**src/rtl/iqp_pkg.sv**
```systemverilog
package iqp_pkg;

    typedef enum logic [1:0] {
        ST_IDLE   = 2'd0,
        ST_LEAD   = 2'd1,
        ST_WORD_I = 2'd2,
        ST_WORD_Q = 2'd3
    } port_st_e;

    // index of the lowest set bit (0 if none)
    function automatic int unsigned lowest_set(input logic [31:0] m);
        lowest_set = 0;
        for (int b = 31; b >= 0; b--) begin
            if (m[b]) lowest_set = b;
        end
    endfunction

endpackage

```
**src/rtl/iqp_hold_bank.sv**
```systemverilog
module iqp_hold_bank #(
    parameter int NCH = 4,
    parameter int DW  = 16
) (
    input  logic              clk,
    input  logic              rst,
    input  logic [NCH-1:0]    ld,
    input  logic [NCH-1:0]    en,
    input  logic [NCH-1:0]    take,
    input  logic [NCH*DW-1:0] din_i,
    input  logic [NCH*DW-1:0] din_q,
    output logic [NCH-1:0]    pend,
    output logic [NCH*DW-1:0] hold_i,
    output logic [NCH*DW-1:0] hold_q
);

    for (genvar c = 0; c < NCH; c++) begin : g_slot
        // flag: a new sample beats a take in the same cycle
        always_ff @(posedge clk) begin
            if (rst)            pend[c] <= 1'b0;
            else if (!en[c])    pend[c] <= 1'b0;
            else if (ld[c])     pend[c] <= 1'b1;
            else if (take[c])   pend[c] <= 1'b0;
        end

        always_ff @(posedge clk) begin
            if (ld[c] && en[c]) begin
                hold_i[c*DW +: DW] <= din_i[c*DW +: DW];
                hold_q[c*DW +: DW] <= din_q[c*DW +: DW];
            end
        end


        load_keeps_chk: assert property (@(posedge clk) disable iff (rst)
            (ld[c] && en[c]) |=> (pend[c] && hold_i[c*DW +: DW] == $past(din_i[c*DW +: DW])));


        disabled_empty_chk: assert property (@(posedge clk) disable iff (rst)
            !en[c] |=> !pend[c]);
    end

endmodule

```
**src/rtl/iqp_seq.sv**
```systemverilog
module iqp_seq #(
    parameter int NCH = 4,
    parameter int DW  = 16,
    localparam int CW = $clog2(NCH)
) (
    input  logic              clk,
    input  logic              rst,
    input  logic [NCH-1:0]    pend_m,
    input  logic [NCH*DW-1:0] hold_i,
    input  logic [NCH*DW-1:0] hold_q,
    input  logic              ack,
    output logic [NCH-1:0]    take,
    output logic              req,
    output logic              vld,
    output logic [DW-1:0]     data,
    output logic [CW-1:0]     chan,
    output logic              isq
);
    import iqp_pkg::*;

    port_st_e       st, st_n;
    logic           any;
    logic           cap;
    logic [CW-1:0]  sel;
    logic [DW-1:0]  oi, oq;
    logic [CW-1:0]  ochan;

    assign any = |pend_m;
    assign sel = CW'(lowest_set(32'(pend_m)));
    assign cap = any && ((st == ST_LEAD) || (st == ST_WORD_Q && ack));
    assign take = cap ? (NCH'(1) << sel) : '0;

    always_comb begin
        st_n = st;
        unique case (st)
            ST_IDLE:   if (any) st_n = ST_LEAD;
            ST_LEAD:   st_n = any ? ST_WORD_I : ST_IDLE;
            ST_WORD_I: if (ack) st_n = ST_WORD_Q;
            ST_WORD_Q: if (ack) st_n = any ? ST_WORD_I : ST_IDLE;
        endcase
    end

    always_ff @(posedge clk) begin
        if (rst) st <= ST_IDLE;
        else     st <= st_n;
    end

    always_ff @(posedge clk) begin
        if (rst) begin
            oi    <= '0;
            oq    <= '0;
            ochan <= '0;
        end else if (cap) begin
            oi    <= hold_i[sel*DW +: DW];
            oq    <= hold_q[sel*DW +: DW];
            ochan <= sel;
        end
    end

    assign req  = (st != ST_IDLE);
    assign isq  = (st == ST_WORD_Q);
    assign vld  = ((st == ST_WORD_I) || (st == ST_WORD_Q)) && ack;
    assign data = isq ? oq : oi;
    assign chan = ochan;


    vld_needs_req_chk: assert property (@(posedge clk) disable iff (rst)
        vld |-> (req && ack));


    q_follows_i_chk: assert property (@(posedge clk) disable iff (rst)
        (vld && !isq) |=> (isq && $stable(chan)));


    stall_hold_chk: assert property (@(posedge clk) disable iff (rst)
        (req && !ack && (st == ST_WORD_I || st == ST_WORD_Q))
            |=> ($stable(data) && $stable(chan) && $stable(isq)));


    burst_join_chk: assert property (@(posedge clk) disable iff (rst)
        (vld && isq && any) |=> (req && !isq));

endmodule

```
**src/rtl/iq_port_mux.sv**
```systemverilog
module iq_port_mux #(
    parameter int NUM_CH = 4,
    parameter int WORD_W = 16,
    localparam int CHW = $clog2(NUM_CH)
) (
    input  logic                     clk,
    input  logic                     rst,
    input  logic [NUM_CH-1:0]        smp_valid,
    input  logic [NUM_CH*WORD_W-1:0] smp_i,
    input  logic [NUM_CH*WORD_W-1:0] smp_q,
    input  logic [NUM_CH-1:0]        chan_en,
    input  logic                     port_ack,
    output logic                     port_req,
    output logic                     port_vld,
    output logic [WORD_W-1:0]        port_data,
    output logic [CHW-1:0]           port_chan,
    output logic                     port_isq
);

    logic [NUM_CH-1:0]        pend, pend_m, take;
    logic [NUM_CH*WORD_W-1:0] hold_i, hold_q;

    assign pend_m = pend & chan_en;

    iqp_hold_bank #(.NCH(NUM_CH), .DW(WORD_W)) u_bank (
        .clk    (clk),
        .rst    (rst),
        .ld     (smp_valid),
        .en     (chan_en),
        .take   (take),
        .din_i  (smp_i),
        .din_q  (smp_q),
        .pend   (pend),
        .hold_i (hold_i),
        .hold_q (hold_q)
    );

    iqp_seq #(.NCH(NUM_CH), .DW(WORD_W)) u_seq (
        .clk    (clk),
        .rst    (rst),
        .pend_m (pend_m),
        .hold_i (hold_i),
        .hold_q (hold_q),
        .ack    (port_ack),
        .take   (take),
        .req    (port_req),
        .vld    (port_vld),
        .data   (port_data),
        .chan   (port_chan),
        .isq    (port_isq)
    );


    reset_quiet_chk: assert property (@(posedge clk)
        rst |=> (!port_req && !port_vld));

endmodule

```
**config.mk**
```make
export PLATFORM = sky130hd
export DESIGN_NAME = iq_port_mux
export DESIGN_NICKNAME = d
export VERILOG_FILES = /design/src/rtl/iqp_pkg.sv /design/src/rtl/iqp_hold_bank.sv /design/src/rtl/iqp_seq.sv /design/src/rtl/iq_port_mux.sv
export SDC_FILE = /design/constraint.sdc
export NUM_CORES = 1
export LEC_CHECK = 0
export CAP_MARGIN = 5
export CORE_MARGIN = 5
export CORE_UTILIZATION = 48
export DETAILED_ROUTE_END_ITERATION = 8
export GPL_ROUTABILITY_DRIVEN = 0
export HOLD_SLACK_MARGIN = 0.08
export PLACE_DENSITY = 0.79
export SLEW_MARGIN = 40
export SYNTH_ARGS = -nofsm -noshare
export SYNTH_HDL_FRONTEND = slang
export SYNTH_HIERARCHICAL = 1
export SYNTH_SLANG_ARGS = --single-unit
```
**constraint.sdc**
```tcl
create_clock -name clk -period 2.47 [get_ports clk]
set_input_delay 0.6175 -clock clk [delete_from_list [all_inputs] [get_ports clk]]
set_output_delay 0.6175 -clock clk [all_outputs]
set_load 0.1 [all_outputs]
```
; Yosys cells after proc, flatten, opt, wreduce, memory -nomap -nowiden
; Cells that the tools add are included.
[totals]
wordCells = 70
output_inout_bits = 21
reg_bits = 168
inputBits = 139
[op_classes]
mux = 19
n_shift = 3
n_eq_ne = 6
n_bitwise = 5
n_reduce_logical = 21
[op_table]
columns = op, count
row1 = $shiftx 64x7->16, 2
row2 = $mux 16, 1
row3 = $mux 2, 8
row4 = $reduce_bool 2->1, 5
row5 = $mux 1, 8
row6 = $pmux 2 s4, 1
row7 = $reduce_or 2->1, 4
row8 = $logic_and 1x1->1, 7
row9 = $and 4x4->4, 1
row10 = $eq 2x2->1 const B, 2
row11 = $mux 4, 1
row12 = $ne 2x2->1 const B, 2
row13 = $not 1->1, 4
row14 = $reduce_or 4->1, 1
row15 = $shl 1x2->4 const A, 1
row16 = $reduce_and 3->1, 1
row17 = $eq 2x1->1 const B, 1
row18 = $logic_not 2->1, 1
row19 = $logic_or 1x1->1, 2
row20 = $ne 2x1->1 const B, 1

; Depth between registers and ports, before layout
[depth]
ltp_word = 9
depth_mapped = 7
depth_no_buf = 5

; Cells and area by module
; The synthesis kept the hierarchy.
[modules_own_cells]
columns = mod, area_each_um2, instances, cells_each, seq_area_each_um2
row1 = iqp_hold_bank, 4017.6, 1, 145, 3923.8
row2 = iqp_seq, 2147.1, 1, 240, 720.7
row3 = iq_port_mux, 25.0, 1, 4, 0.0

; Worst setup path before layout
; No wires, ideal clock.
[synth_timing]
path_kind = input -> output
start = input port port_ack
end = output port port_vld
arrival_ps = 1909
t_required_ps = 1852
cell_stages = 2
path_slack_ps = -56
n_path_buf = 0
path_cell_list = inv_1 nor2_1
[synth_between]
elab_chain_cells = 1
[synth_rtl]
columns = element, line
row1 = "start, declared", iq_port_mux.sv:12  ; input logic port_ack,
row2 = $logic_and 1x1->1, iqp_seq.sv:62  ; assign vld = ((st == ST_WORD_I) || (st == ST_WORD_Q)) && ack;
row3 = "end, declared", iq_port_mux.sv:14  ; output logic port_vld,
; No other way between the ends.

; Final worst setup path
[layout_timing]
start = register u_seq.st[0]
end = output port port_data[10]
[layout_between]
elab_chain_cells = 2
[layout_rtl]
columns = element, line
row1 = "start, declared", iqp_seq.sv:21  ; port_st_e st, st_n;
row2 = "start signal, assigned", iqp_seq.sv:45  ; else st <= st_n;
row3 = $eq 2x2->1, iqp_seq.sv:61  ; assign isq = (st == ST_WORD_Q);
row4 = $mux 16, iqp_seq.sv:63  ; assign data = isq ? oq : oi;
row5 = "end, declared", iq_port_mux.sv:15  ; output logic [WORD_W-1:0] port_data,
; No other way between the ends.

==> qor.yml <==
max_stage_delay_ps: 410
ctsResizeCount: 0
vdd_drop_max_mv: 0.4777
worst_pin_slew_ps: 406.9
cts_made_buffers: 17
coreArea_sq_mm: 0.01262
synthTopCellsByCount: "128 x edfxtp_1, 40 x dfxtp_1, 35 x nand2_1"
critPathCaptureType: "primary output"
antenna_found_initial: 0
fin_worst_skew_ps: 6.952
syn2layout_area_growth_pct: 44.59
synth_fp_nets: 528
critical_path.top_delay_family: "buffers and inverters"
initial_core_util_pct: 49.05
syn_area_sq_mm: 0.006190
finalCritPeriodShare_pct: 94.99
p_leak_nw: 3.128
netlist_top_cells_area: "edfxtp_1 62%, dfxtp_1 13%, a32o_1 5.2%"
startpoint: "u_seq/st[0]"
cp_cell_sequence: "nand2_1 -> buf_4 -> mux2_2 -> buf_12"
cp-start-kind: "flop"
synth_ff_type: "edfxtp_1"
seq_area_frac_synth_pct: 75.04
tritoncts: "built"
drt-wirelength-per-cell_um: 20.58
grt_pass1_wl_um: 23770
relSlewSlack_pct: 72.88
grt_pass1_vias: 4490
place_area_sq_mm: 0.008388
port_buffers: 159
clk_latency_ps: 420
async_reset_ff_share_pct: 0
cts_num_sinks: 168
layout_setup_ws_ps: 123.8
ios: 160
hp-class: "flop to flop"
setup_viol: 0
yosysMostFrequentCell: "edfxtp_1"
rsz0062_at_grt: "false"
fin_nets: 706
max_cap_violations: 0
place_ws_ps: -85.46
hold_viol: 0
fin_crit_ps: 2346
fp.dieW_um: 123.6
drtPass1Iterations: 4
antenna_cells: 0
drt_iter0_markers: 245
r2r_start: "u_bank/pend[2]"
post_cts_buffers: 0
fp.dieH_um: 123.6
cts_root_buf: "clkbuf_16"
num_rows: 41
cp_max_fo: 17
wl_um: 15480
avgViaCountPerCell: 5.444
seqCellArea_sq_mm: 0.004644
ys_types: 33
stdcell_area_sq_mm: 0.008950
hold_buffers: 0
max_freq_ghz: 0.4262
grt_remaining_overflow: 0
drive_gt1_share_pct: 16.90
multi_input_area_sq_mm: 0.001420
ant_nets: 0
crit_arrival_ps: 1730
track_usage_pct: 21.35
ys_ff_latch: 168
synth_cells: 389
synth_warnings: 6
crit_slowest_cell: "mux2_2"
synth_top_area_cell: "edfxtp_1"
die_area_sq_mm: 0.01527
drc: 0
final-max-slew-violation-count: 0
syn-mean-instance-area_sq_um: 15.91
vias: 4094
synth_top_area_share_pct: 62.10
clk_pin_slew_ps: 60
grt_max_degree: 34
fillers: 845
power_density_mw_per_mm2: 716.1
status: "completed"
synth_edf_count: 128
hpwlAfterDp_um: 11200
hold_ws_ps: 460.1
hold_start: "u_seq/chan[1]"
htreeDepth: 4
critPathBufInv: 2
crit_type: "flop to primary output"
clockBufferDepth: 2
critPathRequiredTime_ps: 1850
## worst register-to-register path, cell delays in order (launching register included)
cell     delay (ps)
dfxtp_1         300
and2_1          190
or4_4           540
buf_4           170
a21oi_4         210
buf_12          170
a32o_1          150
## power breakdown
group	internal, mW	switching, mW
Sequential	3.22	0.0509
Clock	1.48	1.04
Combinational	0.343	0.282
Total	5.04	1.37
## registers in the layout (all words and copies together) (netlist names), named ones only
signal / cells
u_bank/hold_i: 64
u_bank/hold_q: 64
u_seq/oi: 16
u_seq/oq: 16
u_bank/pend: 4
u_seq/chan: 2
u_seq/st: 1
## path summary, 6_finish.rpt
check	end	slack, ps	cells after the start
max	port_data[10]	120	4
min	u_seq/chan[1]	460	2
max reg2reg	u_seq/oq[12]	680	6
min reg2reg	u_seq/chan[1]	460	2
## cell families after synthesis
family	Yosys count	share of synthesized area, %
multiplexers	16	2.911
XOR/XNOR	1	0.1415
AND/OR/NAND/NOR	62	4.629
flip-flops	168	75.04
buffers and inverters	31	2.426
AO/OA/AOI/OAI	111	14.86
## metal layers
layer,global-route usage [%],wire [um]
met1,25.87,6173
met3,6.725,1021
met4,6.782,216
met2,36.46,8062
met5,0,0
## cell type report
class | count | share of cell area, %
clock buffers | 19 | 4.837
repair buffers | 183 | 23.26
multi-input cells | 190 | 15.87
flip-flops and latches | 168 | 51.89
well taps | 172 | 2.405
inverters | 7 | 0.2936
clock inverters | 13 | 1.440
## stage by stage
step | util, % | power [mW] | cells | TNS, ps
final | 70.92 | 6.409 | 752 | 0
after global routing | 70.92 | 6.636 | 752 | 0
after CTS | 70.92 | 6.460 | 752 | 0
after detailed placement | 66.47 | 3.953 | 720 | -1995
after global placement | 66.47 | 3.930 | 720 | -812.8
after floorplan | - | 3.561 | 389 | 0
## placed cells by master, fill, tap and decap left out, types with 3 or more instances in the layout
master and instances:
buf_4 16, dfxtp_1 40, o22a_1 32, clkinv_1 4, clkbuf_16 17, nand2_1 35
nor2b_1 4, buf_12 29, and2_1 5, o211a_1 4, nor2_2 3, a32o_1 32
inv_1 7, clkinvlp_4 3, edfxtp_1 128, and2_2 4, o22ai_1 32, nor2_1 4
mux2_2 16, clkdlybuf4s50_1 138
No activity file was read; power rests on OpenSTA's default activity.
